<file path="src/rtl/can_event_status.sv">
module can_event_status (
  input  logic        clk,
  input  logic        rst_n,
  input  logic        ev_stuff,
  input  logic        ev_form,
  input  logic        ev_ack,
  input  logic        ev_bit1,
  input  logic        ev_bit0,
  input  logic        ev_crc,
  input  logic        ev_valid,
  input  logic        fd_frame,
  input  logic        brs_flag,
  input  logic        in_data_phase,
  input  logic        crc_fixed_stuff,
  input  logic        recovery_bit0,
  input  logic        status_rd,
  input  logic        rx_done,
  input  logic        rx_fdf,
  input  logic        rx_brs,
  input  logic        rx_esi,
  input  logic        bus_off,
  input  logic        err_warn,
  input  logic        err_passive,
  input  logic [1:0]  activity,
  output logic [2:0]  nom_code,
  output logic [2:0]  dat_code,
  output logic [15:0] status_word
);

  localparam logic [2:0] C_NONE  = 3'd0;
  localparam logic [2:0] C_STUFF = 3'd1;
  localparam logic [2:0] C_FORM  = 3'd2;
  localparam logic [2:0] C_ACK   = 3'd3;
  localparam logic [2:0] C_BIT1  = 3'd4;
  localparam logic [2:0] C_BIT0  = 3'd5;
  localparam logic [2:0] C_CRC   = 3'd6;
  localparam logic [2:0] C_KEEP  = 3'd7;

  logic       dp_q, route_q;
  logic       fdf_q, brs_q, esi_q;
  logic [2:0] ev_code;
  logic       any_err, any_ev, dp_entry, route_now;

  assign any_err   = ev_stuff | ev_form | ev_ack | ev_bit1 | ev_bit0 | ev_crc;
  assign any_ev    = any_err | ev_valid;
  assign dp_entry  = in_data_phase & ~dp_q & fd_frame & brs_flag;
  assign route_now = route_q | dp_entry;

  always_comb begin
    if (ev_stuff)     ev_code = (fd_frame && crc_fixed_stuff) ? C_FORM : C_STUFF;
    else if (ev_form) ev_code = C_FORM;
    else if (ev_ack)  ev_code = C_ACK;
    else if (ev_bit1) ev_code = C_BIT1;
    else if (ev_bit0) ev_code = C_BIT0;
    else if (ev_crc)  ev_code = C_CRC;
    else              ev_code = C_NONE;
  end

  always_ff @(posedge clk or negedge rst_n) begin
    if (!rst_n) begin
      dp_q    <= 1'b0;
      route_q <= 1'b0;
    end else begin
      dp_q    <= in_data_phase;
      route_q <= any_ev ? 1'b0 : route_now;
    end
  end

  always_ff @(posedge clk or negedge rst_n) begin
    if (!rst_n) begin
      nom_code <= C_KEEP;
      dat_code <= C_KEEP;
    end else begin
      if (any_ev && !route_now)  nom_code <= ev_code;
      else if (recovery_bit0)    nom_code <= C_BIT0;
      else if (status_rd)        nom_code <= C_KEEP;
      if (any_ev && route_now)   dat_code <= ev_code;
      else if (status_rd)        dat_code <= C_KEEP;
    end
  end

  always_ff @(posedge clk or negedge rst_n) begin
    if (!rst_n) begin
      fdf_q <= 1'b0;
      brs_q <= 1'b0;
      esi_q <= 1'b0;
    end else if (rx_done) begin
      fdf_q <= rx_fdf;
      brs_q <= rx_brs;
      esi_q <= rx_esi;
    end
  end

  assign status_word = {2'b00, fdf_q, brs_q, esi_q, dat_code,
                        bus_off, err_warn, err_passive, activity, nom_code};

  assert_fixed_stuff_R7: assert property (@(posedge clk) disable iff (!rst_n)
    (ev_stuff && crc_fixed_stuff && fd_frame) |=> (nom_code == C_FORM || dat_code == C_FORM));

  assert_read_clear_R9: assert property (@(posedge clk) disable iff (!rst_n)
    (status_rd && !any_ev && !recovery_bit0) |=> (nom_code == C_KEEP && dat_code == C_KEEP));

  assert_recovery_R8: assert property (@(posedge clk) disable iff (!rst_n)
    (recovery_bit0 && !any_ev) |=> (nom_code == C_BIT0));

  assert_valid_zero_R3: assert property (@(posedge clk) disable iff (!rst_n)
    (ev_valid && !any_err) |=> (nom_code == C_NONE || dat_code == C_NONE));

  assert_dat_hold_R4: assert property (@(posedge clk) disable iff (!rst_n)
    (!any_ev && !status_rd) |=> $stable(dat_code));

  assert_rx_hold_R10: assert property (@(posedge clk) disable iff (!rst_n)
    !rx_done |=> $stable(status_word[13:11]));

endmodule

</file>
<file path="config.mk">
export PLATFORM = sky130hd
export DESIGN_NAME = can_event_status
export DESIGN_NICKNAME = d
export VERILOG_FILES = /design/src/rtl/can_event_status.sv
export SDC_FILE = /design/constraint.sdc
export NUM_CORES = 1
export LEC_CHECK = 0
export ABC_CLOCK_PERIOD_IN_PS = 1100
export BUFFER_PORTS_ARGS = -buffer_cell sky130_fd_sc_hd__buf_2
export CORE_UTILIZATION = 39
export CTS_BUF_LIST = sky130_fd_sc_hd__clkbuf_4 sky130_fd_sc_hd__clkbuf_8 sky130_fd_sc_hd__clkbuf_16
export CTS_CLUSTER_SIZE = 28
export DETAILED_ROUTE_END_ITERATION = 8
export PLACE_DENSITY = 0.86
export SLEW_MARGIN = 0
export SYNTH_ARGS = -nofsm -noshare
export SYNTH_HDL_FRONTEND = slang
export SYNTH_SLANG_ARGS = --single-unit
</file>
<file path="constraint.sdc">
create_clock -name clk -period 1.1 [get_ports clk]
set_input_delay 0.165 -clock clk [delete_from_list [all_inputs] [get_ports clk]]
set_output_delay 0.165 -clock clk [all_outputs]
set_load 0.02 [all_outputs]
</file>
==> reports/results.txt, run 1 <==
Synth top area cells: dfstp_2 (24%), dfrtp_1 (19%), buf_4 (19%)
CTS tree: built
Dpl hpwl: 1030 um
Seq/Total Area, Yosys: 43.6%
Sequential cell area: 283 um^2
Antenna-violating nets left: 0
CP endpoint kind: primary output
Synth warn: 0
Power per cell area: 1170 nW/um^2
Hold slack: 0.0401 ns
Routed len/inst: 12.5 um
Total grt overflow: 0
Endpoints failing hold: 0
RSZ-0062 raised after global routing: yes
Fillers: 141
Number of port buffers: 33
Mean Syn Cell Area: 10.8 um^2
Chip Width: 42.8 um
Total power: 1.02 mW
Setup CP Type: reg -> out
Slew Limit Fails: 0
Area of the die: 1830 um^2
Clock transition at path regs: 0.07 ns
Nets: 114
Max Fanout on Critical Path: 3
Fin crit share: 101%
Synth area leader: dfstp_2
Overall Global Routing Usage: 15.6%
Crit-path max cell delay: 0.57 ns
Startpoint Class: flop
Met3 Resource Use GR: 2.55%
Post-synth EDFFs: 0
Place WS: -0.0790 ns
Routed WL: 1310 um
Primary FF master, synth: dfstp_2
First-pass GRT wire length: 2180 um
Met1 usage: 17.0%
Worst-case vdd ir drop: 0.686 mV
Share of post-route cells with drive strength above 1: 62.9%
Ys async rst share: 100%
Buf/Inv on CP: 1
Synth Cell Area: 648 um^2
Failing checks: negative setup slack
Synth Instances: 60
Post-layout util: 57.6%
Final setup margin: -0.0142 ns
Rows: 14
Skew final: 0.00117 ns
Vias in the first global route: 555
Clock Path Buffers: 2
Yosys reg bits: 11
Yosys cell types: 24
Num CTS Buffers: 3
Iter 0 DRT Violations: 4
Area of the multi-input gates: 241 um^2
Vias: 540
Share of the synthesized area in the top cell type: 24.3%
Final setup viols: 12
Area grow syn2layout: 35.3%
Die height: 42.8 um
DRC viols: 0
Gpl congestion: 0.767
Setup TNS: -0.0839 ns
Achievable frequency: 897 MHz
Top-Level Pins: 46
Hold crit path type: in -> reg
Crit path cell chain: buf_6
Initial antenna violation count: 0
Core ar.: 1520 um^2
Max Cap Violations: 0
Outcome: complete, but fails checks
Required @ worst endpoint: 0.94 ns
Clock sink count: 11
Initial Util: 42.5%
Skew-Pair Late Insertion Delay: 0.26 ns
CP top delay family: flip-flops
H-tree depth: 1
ANT cells: 0
Largest net degree at the start of global routing: 12
Critical Path AT: 0.95 ns
GR peak layer: met2
CP max-delay cell: dfstp_2
Drt pass-1 iters: 3
Final min period: 1.11 ns
Via-per-instance ratio: 5.14
Grt met2 use: 29.1%
CTS root buffer: clkbuf_4
LEAKAGE: 0.443 nW
-- layout by cell type, fill, tap and decap left out, drive strengths merged, types with 2 or more instances in the layout --
cell	netlist	final
mux2i	4	4
nor2	3	3
o21ai	2	2
buf	16	39
nand2	4	4
a21oi	2	2
clkbuf	0	4
nor3	2	2
dfrtp	5	5
dfstp	6	6
inv	2	2
conb	1	2
mux2	3	3
-- worst reg2reg max path, cell delays in order, from the launching register on --
cell and delay [ns]:
dfrtp_1 0.38, a41o_1 0.26, a21oi_2 0.18, mux2i_1 0.21
-- metal layers --
layer  up-vias  part of all wire [%]
met2        26                    53
li1        257                     -
met3         0                   7.1
met5         -                     0
met4         0                     0
met1       257                    40
-- timing repair --
item / 4_1_cts / 5_1_grt
resized for setup: 14 / 10
endpoints found under the hold margin: 5 / 0
cloned: 0 / 0
endpoints found under the setup margin: 14 / 14
buffers inserted: 4 / 0
hold buffers: 1 / 0
-- state kept, by name (all words and copies together), names as in the netlist --
name      flops
brs_q         1
route_q       1
esi_q         1
fdf_q         1
dat_code      3
dp_q          1
nom_code      3
-- Yosys cell counts, types with 2 or more instances --
| library cell | count |
|---|---|
| buf_4 | 16 |
| dfrtp_1 | 5 |
| nand2_2 | 2 |
| o21ai_1 | 2 |
| dfstp_2 | 6 |
| nor3_1 | 2 |
| mux2i_1 | 4 |
| nor2_1 | 3 |
| mux2_2 | 3 |
| nand2_1 | 2 |
| inv_1 | 2 |
-- worst paths after layout --
path	start	endpoint	slack (ns)	depth (start not counted)
min	in_data_phase	dp_q$_DFF_PN0_	0.04	1
min in group asynchronous	rst_n	brs_q$_DFFE_PN0P_	0.30	2
max in group asynchronous	rst_n	nom_code[1]$_DFFE_PN1P_	0.55	2
min reg2reg	brs_q$_DFFE_PN0P_	brs_q$_DFFE_PN0P_	0.50	1
max reg2reg	route_q$_DFF_PN0_	nom_code[0]$_DFFE_PN1P_	0	3
max	nom_code[1]$_DFFE_PN1P_	nom_code[1]	-0.01	1
-- final cells by class --
| class | count | share of cell area, % |
|---|---|---|
| timing repair buffer | 40 | 33.7 |
| tap | 16 | 2.28 |
| inverter | 2 | 0.856 |
| clock buffer | 4 | 3.42 |
| sequential | 11 | 32.2 |
| multi-input combinational | 32 | 27.5 |
-- cells by family (layout without fill, tap and decap cells) --
family                 count (synthesis)  in the layout  synth area share [%]
AOI/OAI and AO/OA                     11             11                  12.7
buffers and inverters                 18             46                  19.7
DFF                                   11             11                  43.6
muxes                                  7              7                  11.4
other                                  1              2                 0.579
and+or+nand+nor                       12             12                  12.0
-- power by group --
part	internal, mW	total [mW]	switching, mW
logic	0.131	0.269	0.138
clock network	0.165	0.287	0.123
registers	0.445	0.467	0.0227
-- metrics by stage --
step / area, um^2 / cells
floorplan: 652 / 61
global placement: 732 / 96
detailed placement: 732 / 96
CTS: 840 / 105
global route: 877 / 105
finish: 877 / 105
Power figures use the tool's default switching activity.
==> inputs of run 2 (changes only) <==
--- a/config.mk
+++ b/config.mk
@@ -11,7 +11,9 @@
 export CTS_BUF_LIST = sky130_fd_sc_hd__clkbuf_4 sky130_fd_sc_hd__clkbuf_8 sky130_fd_sc_hd__clkbuf_16
 export CTS_CLUSTER_SIZE = 28
 export DETAILED_ROUTE_END_ITERATION = 8
+export HOLD_SLACK_MARGIN = 0.08
 export PLACE_DENSITY = 0.86
+export REMOVE_ABC_BUFFERS = 1
 export SLEW_MARGIN = 0
 export SYNTH_ARGS = -nofsm -noshare
 export SYNTH_HDL_FRONTEND = slang
==> run 2 against run 1 <==
Compared with the run above: global-route usage increased by 0.93 points; setup slack got worse by 0.029 ns; critical path depth unchanged; the flow still finishes with violations (negative setup slack); clock skew increased by 0.0060 ns; critical endpoint is now dat_code[0]; combinational power about the same; fmax decreased by 2.6%; non-clock buffer count unchanged; flip-flop and latch count unchanged; power increased by 1.7%; first-iteration DRC count decreased by 25%; routed wire length increased by 16%.
==> reports/results.txt, run 2 (same netlist as run 1, synthesis figures left out) <==
Outcome: complete, but fails checks (unchanged)
Failing checks: negative setup slack (unchanged)
Required @ worst endpoint: 0.94 ns (about the same)
ANT cells: 0 (unchanged)
DRC viols: 0 (unchanged)
Vias in the first global route: 518 (was 555)
Slew Limit Fails: 0 (unchanged)
Endpoints failing hold: 0 (unchanged)
Crit-path max cell delay: 0.57 ns (about the same)
Top-Level Pins: 46 (unchanged)
Final setup margin: -0.0434 ns (was -0.0142 ns)
Largest registers: dat_code: 3 flops, nom_code: 3 flops (unchanged)
Num CTS Buffers: 3 (unchanged)
Skew final: 0.00712 ns (was 0.00117 ns)
Worst Reg-to-Reg Cells: 3 (unchanged)
Chip Width: 42.8 um (unchanged)
Met3 WL: 89 um (was 93 um)
Power per cell area: 1180 nW/um^2 (was 1170 nW/um^2)
Max Cap Violations: 0 (unchanged)
Skew-Pair Late Insertion Delay: 0.28 ns (was 0.26 ns)
Top Metal Used: met4 (was met3)
Gpl congestion: 0.778 (was 0.767)
DP Area: 739 um^2 (was 732 um^2)
Commonest non-fill, non-tap cell in the layout: buf_2 (unchanged)
Clock Path Buffers: 2 (unchanged)
Hold crit path type: in -> reg (unchanged)
Hold_sp: rx_esi (was in_data_phase)
Drt pass-1 iters: 4 (was 3)
Clock sink count: 11 (unchanged)
Final setup viols: 14 (was 12)
Fin crit share: 104% (was 101%)
Clock transition at path regs: 0.07 ns (about the same)
Largest net degree at the start of global routing: 12 (unchanged)
CTS tree: built (unchanged)
Routed len/inst: 14.4 um (was 12.5 um)
Worst-case vdd ir drop: 0.638 mV (was 0.686 mV)
R2R Path Start: route_q$_DFF_PN0_ (unchanged)
Levels on crit path: 1 (unchanged)
Most frequent cells in the layout: buf_2 (21), buf_6 (12), dfstp_2 (6), dfrtp_1 (5), buf_4 (5) (was buf_2 (21), buf_6 (12), dfstp_2 (6), buf_4 (6), dfrtp_1 (5))
Dpl cells: 97 (was 96)
Initial Util: 42.5% (unchanged)
Total power: 1.04 mW (was 1.02 mW)
Post-Route M1 WL: 561 um (was 527 um)
Vias: 548 (was 540)
Crit. Startpoint: dat_code[0]$_DFFE_PN1P_ (was nom_code[1]$_DFFE_PN1P_)
CP top delay family: flip-flops (unchanged)
Antenna-violating nets left: 0 (unchanged)
Final min period: 1.14 ns (was 1.11 ns)
Area grow syn2layout: 35.7% (was 35.3%)
Hold path cells: 2 (was 1)
Nets: 114 (unchanged)
Post-route cell area: 880 um^2 (was 877 um^2)
Place WS: -0.0228 ns (was -0.0790 ns)
H-tree depth: 1 (unchanged)
Startpoint Class: flop (unchanged)
Initial antenna violation count: 0 (unchanged)
First-pass GRT wire length: 2210 um (was 2180 um)
Share of post-route cells with drive strength above 1: 61.8% (was 62.9%)
CTS root buffer: clkbuf_4 (unchanged)
Iter 0 DRT Violations: 3 (was 4)
Met2 routed WL: 833 um (was 688 um)
Crit path cell chain: buf_6 (unchanged)
Non-Filler Instances: 105 (unchanged)
Max Fanout on Critical Path: 3 (unchanged)
Number of port buffers: 33 (unchanged)
RSZ-0062 raised after global routing: yes (unchanged)
LEAKAGE: 0.442 nW (was 0.443 nW)
Core ar.: 1520 um^2 (unchanged)
CP max-delay cell: dfstp_2 (unchanged)
Total grt overflow: 0 (unchanged)
Critical Path AT: 0.98 ns (was 0.95 ns)
CP endpoint kind: primary output (unchanged)
Routed WL: 1510 um (was 1310 um)
Die height: 42.8 um (unchanged)
Setup CP Type: reg -> out (unchanged)
Via-per-instance ratio: 5.22 (was 5.14)
Dpl hpwl: 1030 um (about the same)
Rows: 14 (unchanged)
Overall Global Routing Usage: 16.5% (was 15.6%)
Buf/Inv on CP: 1 (unchanged)
Setup TNS: -0.318 ns (was -0.0839 ns)
Area of the die: 1830 um^2 (unchanged)
Achievable frequency: 875 MHz (was 897 MHz)
==> run 2: cell count changes in the layout (fill, tap and decap cells not counted), sizes merged <==
cell         before  now
dlygate4sd3       1    2
buf              39   38
==> run 2: metrics by stage <==
step | utilization, % | hold WS, ns
2_1_floorplan | - | -0.131
3_3_place_gp | 48.5 | 0.0402
3_5_place_dp | 48.5 | 0.0391
4_1_cts | 54.8 | 0.122
5_1_grt | 57.7 | 0.118
6_report | 57.7 | 0.125
==> run 2: final timing paths <==
check	end	slack, ns
hold / removal	esi_q$_DFFE_PN0P_	0.13
hold reg to reg	brs_q$_DFFE_PN0P_	0.50
setup reg to reg	nom_code[0]$_DFFE_PN1P_	-0.02
min in group asynchronous	esi_q$_DFFE_PN0P_	0.28
setup / recovery	dat_code[0]	-0.04
max in group asynchronous	nom_code[0]$_DFFE_PN1P_	0.55
==> run 2: report_power, final <==
part	internal (mW)	leakage [nW]	switching, mW
Combinational	0.133	0.300	0.140
Clock	0.165	0.0184	0.134
Sequential	0.445	0.124	0.0244
==> run 2: timing repair <==
| item | in CTS | in global routing |
|---|---|---|
| buffers inserted | 1 | 1 |
| setup endpoints to repair | 14 | 14 |
| hold buffers | 2 | 0 |
| endpoints found under the hold margin | 12 | 0 |
| resized for setup | 14 | 10 |
| pin swaps | 0 | 1 |
==> run 2: cell type report <==
cell class,count,area [um^2]
Clock buffer,4,30.0
Fill cell,126,644
Inverter,2,7.51
Multi-Input combinational cell,32,241
Sequential cell,11,283
Tap cell,16,20.0
Timing Repair Buffer,40,298
==> run 2: metal layers <==
| layer | up-vias | global-route usage, % |
|---|---|---|
| met1 | 265 | 15.8 |
| li1 | 255 | - |
| met2 | 24 | 29.7 |
| met5 | - | 0 |
| met3 | 4 | 8.51 |
| met4 | 0 | 5.63 |
